===== config.mk =====
export PLATFORM = sky130hd
export DESIGN_NAME = xmem_bus_ctrl
export DESIGN_NICKNAME = d
export VERILOG_FILES = /design/src/rtl/xmem_pkg.sv /design/src/rtl/xmem_addr_sel.sv /design/src/rtl/xmem_seq.sv /design/src/rtl/xmem_pin_drv.sv /design/src/rtl/xmem_bus_ctrl.sv
export SDC_FILE = /design/constraint.sdc
export NUM_CORES = 1
export LEC_CHECK = 0
export ABC_AREA = 1
export BUFFER_PORTS_ARGS = -buffer_cell sky130_fd_sc_hd__buf_4
export CORE_UTILIZATION = 32
export CTS_CLUSTER_DIAMETER = 80
export CTS_CLUSTER_SIZE = 14
export DETAILED_ROUTE_END_ITERATION = 10
export GPL_TIMING_DRIVEN = 0
export PLACE_DENSITY = 0.61
export SLEW_MARGIN = 10
export SYNTH_ARGS = -nofsm -noshare
export SYNTH_HDL_FRONTEND = slang
export SYNTH_HIERARCHICAL = 1
export SYNTH_SLANG_ARGS = --single-unit

===== constraint.sdc =====
create_clock -name clk -period 1.45 [get_ports clk]
set_input_delay 0.145 -clock clk [delete_from_list [all_inputs] [get_ports clk]]
set_output_delay 0.145 -clock clk [all_outputs]
set_load 0.1 [all_outputs]

===== src/rtl/xmem_pkg.sv =====
package xmem_pkg;

    typedef enum logic [1:0] {
        PH_IDLE = 2'd0,
        PH_ADDR = 2'd1,
        PH_STRB = 2'd2,
        PH_REL  = 2'd3
    } xmem_phase_e;

endpackage


===== src/rtl/xmem_addr_sel.sv =====
module xmem_addr_sel #(
    parameter int AW = 16,
    parameter int DW = 8
) (
    input  logic             wide,
    input  logic [AW-1:0]    dptr,
    input  logic [DW-1:0]    idx,
    input  logic [AW-DW-1:0] latch_hi,
    output logic [AW-1:0]    addr
);
    // Pointer form uses the whole pointer; indirect form pairs latch and index
    always_comb begin
        if (wide) addr = dptr;
        else      addr = {latch_hi, idx};
    end
endmodule


===== src/rtl/xmem_seq.sv =====
module xmem_seq
    import xmem_pkg::*;
#(
    parameter int AW       = 16,
    parameter int DW       = 8,
    parameter int STRB_LEN = 2
) (
    input  logic          clk,
    input  logic          rst_n,
    input  logic          req_valid,
    input  logic          req_write,
    input  logic [AW-1:0] req_addr,
    input  logic [DW-1:0] req_wdata,
    input  logic [DW-1:0] lo_in,
    output xmem_phase_e   phase,
    output logic [AW-1:0] addr,
    output logic          write,
    output logic [DW-1:0] wdata,
    output logic [DW-1:0] rdata
);
    localparam int CW = (STRB_LEN > 1) ? $clog2(STRB_LEN) : 1;
    localparam logic [CW-1:0] LAST = CW'(STRB_LEN - 1);

    typedef struct packed {
        xmem_phase_e   phase;
        logic [CW-1:0] cnt;
        logic          write;
        logic [AW-1:0] addr;
        logic [DW-1:0] wdata;
        logic [DW-1:0] rdata;
    } seq_state_t;

    seq_state_t st_d, st_q;

    always_comb begin
        st_d = st_q;
        unique case (st_q.phase)
            PH_IDLE: begin
                if (req_valid) begin
                    st_d.phase = PH_ADDR;
                    st_d.cnt   = '0;
                    st_d.write = req_write;
                    st_d.addr  = req_addr;
                    st_d.wdata = req_wdata;
                end
            end
            PH_ADDR: begin
                st_d.phase = PH_STRB;
                st_d.cnt   = '0;
            end
            PH_STRB: begin
                if (st_q.cnt == LAST) begin
                    st_d.phase = PH_REL;
                    // read strobe rises on this edge: capture the bus
                    if (!st_q.write) st_d.rdata = lo_in;
                end else begin
                    st_d.cnt = st_q.cnt + 1'b1;
                end
            end
            PH_REL: begin
                st_d.phase = PH_IDLE;
            end
            default: st_d.phase = PH_IDLE;
        endcase
    end

    always_ff @(posedge clk) begin
        if (!rst_n) begin
            st_q <= '{phase: PH_IDLE, cnt: '0, write: 1'b0,
                      addr: '0, wdata: '0, rdata: '0};
        end else begin
            st_q <= st_d;
        end
    end

    assign phase = st_q.phase;
    assign addr  = st_q.addr;
    assign write = st_q.write;
    assign wdata = st_q.wdata;
    assign rdata = st_q.rdata;
endmodule


===== src/rtl/xmem_pin_drv.sv =====
module xmem_pin_drv
    import xmem_pkg::*;
#(
    parameter int AW = 16,
    parameter int DW = 8
) (
    input  xmem_phase_e      phase,
    input  logic [AW-1:0]    addr,
    input  logic             write,
    input  logic [DW-1:0]    wdata,
    input  logic [AW-DW-1:0] latch_hi,
    output logic [DW-1:0]    lo_out,
    output logic             lo_oe,
    output logic [AW-DW-1:0] hi_out,
    output logic             ale,
    output logic             rd_n,
    output logic             wr_n,
    output logic             done
);
    always_comb begin
        lo_out = '0;
        lo_oe  = 1'b0;
        hi_out = addr[AW-1:DW];
        ale    = 1'b0;
        rd_n   = 1'b1;
        wr_n   = 1'b1;
        done   = 1'b0;
        unique case (phase)
            PH_IDLE: begin
                hi_out = latch_hi;
            end
            PH_ADDR: begin
                ale    = 1'b1;
                lo_out = addr[DW-1:0];
                lo_oe  = 1'b1;
            end
            PH_STRB: begin
                if (write) begin
                    wr_n   = 1'b0;
                    lo_out = wdata;
                    lo_oe  = 1'b1;
                end else begin
                    rd_n   = 1'b0;
                end
            end
            PH_REL: begin
                done = 1'b1;
                if (write) begin
                    lo_out = wdata;
                    lo_oe  = 1'b1;
                end
            end
            default: hi_out = latch_hi;
        endcase
    end
endmodule


===== src/rtl/xmem_bus_ctrl.sv =====
module xmem_bus_ctrl
    import xmem_pkg::*;
#(
    parameter int AW       = 16,
    parameter int DW       = 8,
    parameter int STRB_LEN = 2
) (
    input  logic             clk,
    input  logic             rst_n,
    input  logic             req_valid,
    input  logic             req_wide,
    input  logic             req_write,
    input  logic [AW-1:0]    dptr_in,
    input  logic [DW-1:0]    idx_in,
    input  logic [AW-DW-1:0] hi_latch,
    input  logic [DW-1:0]    wdata,
    input  logic [DW-1:0]    lo_in,
    output logic [DW-1:0]    lo_out,
    output logic             lo_oe,
    output logic [AW-DW-1:0] hi_out,
    output logic             ale,
    output logic             rd_n,
    output logic             wr_n,
    output logic [DW-1:0]    rdata,
    output logic             done
);
    logic [AW-1:0] sel_addr;
    logic [AW-1:0] cyc_addr;
    logic          cyc_write;
    logic [DW-1:0] cyc_wdata;
    xmem_phase_e   phase;
    logic          busy;

    assign busy = (phase != PH_IDLE);

    xmem_addr_sel #(.AW(AW), .DW(DW)) u_sel (
        .wide     (req_wide),
        .dptr     (dptr_in),
        .idx      (idx_in),
        .latch_hi (hi_latch),
        .addr     (sel_addr)
    );

    xmem_seq #(.AW(AW), .DW(DW), .STRB_LEN(STRB_LEN)) u_seq (
        .clk       (clk),
        .rst_n     (rst_n),
        .req_valid (req_valid),
        .req_write (req_write),
        .req_addr  (sel_addr),
        .req_wdata (wdata),
        .lo_in     (lo_in),
        .phase     (phase),
        .addr      (cyc_addr),
        .write     (cyc_write),
        .wdata     (cyc_wdata),
        .rdata     (rdata)
    );

    xmem_pin_drv #(.AW(AW), .DW(DW)) u_drv (
        .phase    (phase),
        .addr     (cyc_addr),
        .write    (cyc_write),
        .wdata    (cyc_wdata),
        .latch_hi (hi_latch),
        .lo_out   (lo_out),
        .lo_oe    (lo_oe),
        .hi_out   (hi_out),
        .ale      (ale),
        .rd_n     (rd_n),
        .wr_n     (wr_n),
        .done     (done)
    );
endmodule


==> summary.txt <==
Clocking
  – Clock transition at the registers of the reported paths: about 70 ps
  – Clock latency on the worst-skew pair: ~290 ps
  – Clock buffer depth: 2
  – CTS Buf Count: 5
  – Clock sink count: 36
  – Hold buffer count at cts: 0
  – Root Driver: clkbuf_8
  – CTS tree: built
  – H-tree levels: 2

Synthesis
  – Yosys top cell area share: around a third
  – Distinct cells, synth: 18
  – Asr flop ratio synth: 0%
  – Cell count after synthesis: approximately 340
  – Mapped Area: 2210 um2
  – Main flop type after synthesis: dfxtp_1
  – Post-synth top area cell: dfxtp_1
  – Most frequent cells after synthesis: nand2_1 (89), nor2_1 (68), buf_4 (36), dfxtp_1 (36), o21ai_0 (35)
  – Seq cells post-synth: 36
  – Syn_nets: 392
  – Average size of a mapped cell: about 6.6 um2
  – Sequential share of the synthesized area: 32.6%
  – Ranking of synthesized cells by area: dfxtp_1 (33%), nand2_1 (15%), buf_4 (12%), nor2_1 (12%), o21ai_0 (7.9%)
  – Count leader, synth: nand2_1
  – EDFF count, synth: 0
  – Yosys warning count: 6

Global route
  – GR peak layer: met2
  – GRT met1 Usage: between 20% and 30%
  – Gr ovfl total: 0
  – Largest net degree at the start of global routing: 12
  – Via count of the first global-routing pass: approximately 2.2k
  – First-pass GRT wire length: 9720 um
  – Met2 Use GR: around 28%
  – Met3 usage: 5.54%
  – Antenna violations before repair: 0
  – Total Routing Usage GR: between 15 and 20%

Routing
  – Drt wl/cell: roughly 11 um
  – DRT Pass-1 Iters: 4
  – DR vias/cell: roughly 4.4
  – DRT iter0 DRCs: 90
  – Post-Route WL: about 5600 um
  – DRC Markers: 0
  – DRT antenna net count: 0
  – Vias: ~2.2k

STA
  – Max Slew Vio Count: 0
  – Final Hold Viols: 0
  – Fin crit share: 102%
  – Relative slew slack: between 80 and 90%
  – RSZ-0062 raised after global routing: true
  – Clock Skew: just under 4 ps
  – Worst Max-Slew Pin Slew: approximately 280 ps
  – Endpoints failing setup: 7
  – Fin worst setup slack: -25.8 ps
  – Max Clk Rate: 0.678 GHz
  – Post-layout min period: between 1000 and 1500 ps

Floorplanning
  – # rows: 29
  – Die Span X: roughly 85 um
  – DIE AREA: 7250 um2
  – Vert. Die Dim: between 80 and 90 um
  – Initial Util: about 34%
  – I/O Pins: 82
  – Core area: 6490 um2

Placement
  – Detail Placement HPWL: between 4000 and 5000 um
  – Pre-CTS setup slack: -6.25 ps
  – # port buffers: 79
  – DP Area: around 3000 um2
  – RD Place Congestion: between 0.7 and 0.8

Power
  – Pint: roughly 3.3 mW
  – Worst VDD drop: roughly 0.7 mV
  – Logic pwr share: 68.2%
  – Clk pwr share: between 10 and 15%
  – Flop pwr share: between 20% and 30%
  – Sw power: about 3.3 mW
  – Power per cell area: slightly below 2000 nW/um2
  – Pleak: about 1.7 nW
  – Switching share of total power: between 50% and 60%

Layout
  – P&R area growth vs syn: 50.8%
  – FILL cells: 669
  – Inserted Diodes: 0
  – Layout cells sized above 1: 42.6%
  – Reg area: approximately 720 um2
  – Final instance area: around 3300 um2
  – Area of the multi-input gates: about 1100 um2
  – Final net count: 480

Critical path
  – Critical Path Slowest Stage Cell: dfxtp_2
  – CP Capture Type: output port
  – CP required: 1310 ps
  – Max stage delay on crit path: about 330 ps
  – CP Launch Type: register
  – Crit-path max FO: 8
  – Arrival time at the worst endpoint: approximately 1300 ps
  – Critical path class: register to output port
  – Critical-path cell list: buf_6 > nor2_4 > nand2_1 > nand2_2 > buf_12

Run
  – Total of max-cap violations: 0

Worst hold path
  – HP Class: input port to register

Outcome
  – Result of the run: complete, but fails checks
  – Failing checks: setup timing
[registers in the layout, indices dropped and copies added, names as in the netlist]
signal and flops:
u_seq/wdata 8, u_seq/write 1, u_seq/st_q 1, u_seq/rdata 8, u_seq/phase 2, u_seq/addr 16
[metal layers]
metal | vias to the layer above | wire length [um]
li1 | 1176 | -
met1 | 950 | 2450
met2 | 67 | 2620
met3 | 11 | 499
met4 | 0 | 82
met5 | - | 0
[worst paths after layout]
check | cells past startpoint | from | end | slack [ps]
worst max-delay path | 5 | u_seq/phase[1]$_SDFFE_PN0P_ | hi_out[7] | -30
worst min-delay path | 3 | lo_in[5] | u_seq/rdata[5]$_SDFFE_PN0P_ | 70
worst max register to register | 7 | u_seq/phase[0]$_SDFFE_PN0P_ | u_seq/wdata[6]$_SDFFE_PN0P_ | 100
worst min register to register | 2 | u_seq/addr[14]$_SDFFE_PN0P_ | u_seq/addr[14]$_SDFFE_PN0P_ | 480
[layout by cell type, fill, tap and decap left out, types with 2 or more instances in the layout]
cell type  instances
nand2_1           71
nand3_1           19
o21ai_1           15
buf_4             96
o21ai_0           17
buf_2              2
nand2_2           25
dfxtp_2            2
dfxtp_1           34
clkinv_2           2
o21ai_2            3
inv_1             16
a21oi_1            4
buf_8              5
buf_6             13
inv_2              2
nor2_1            67
clkbuf_8           6
buf_12            15
[through the flow]
step | hold WS (ps) | power (mW) | util, % | cells | setup TNS (ps)
2_1_floorplan | 280 | 4.46 | - | 336 | -469
3_3_place_gp | 366 | 5.19 | 45.4 | 492 | 0
3_5_place_dp | 372 | 5.22 | 45.4 | 492 | -6.25
4_1_cts | 63.1 | 6.53 | 50.3 | 502 | -251
5_1_grt | 74.2 | 7.03 | 51.3 | 502 | -970
6_report | 70.8 | 6.63 | 51.3 | 502 | -147
[final cells by class]
type / instances / area share (%)
clock buffer: 6 / 2.48
multi-input combinational: 228 / 32.2
buffer: 50 / 12.9
timing repair buffer: 82 / 24.8
inverter: 21 / 2.70
sequential: 36 / 21.7
clock inverter: 2 / 0.300
tap: 77 / 2.89
[critical path, delay by kind of cell, from the launching register on]
| kind | cells | cell delay (ps) |
|---|---|---|
| and+or+nand+nor | 3 | 410 |
| buffers and inverters | 2 | 300 |
| DFF | 1 | 330 |
[cells by family after synthesis]
group           count (synthesis)  synth area share, %
compound gates                 39                 8.83
flops                          36                 32.6
simple gates                  186                 34.5
buf+inv                        72                 22.4
fa+ha+maj                       3                 1.70
[what timing repair did]
item / CTS / global route
buffers inserted: 3 / 0
pin swaps: 16 / 5
setup endpoints to repair: 21 / 48
resized for setup: 62 / 30
[power groups by stage]
stage | Sequential, mW | Combinational [mW] | Clock, mW
final | 1.38 | 4.52 | 0.737
after global routing | 1.41 | 4.82 | 0.803
after CTS | 1.38 | 4.39 | 0.768
after detailed placement | 1.40 | 3.82 | 0
after global placement | 1.39 | 3.79 | 0
after floorplan | 1.37 | 3.09 | 0
Power figures use the tool's default switching activity.
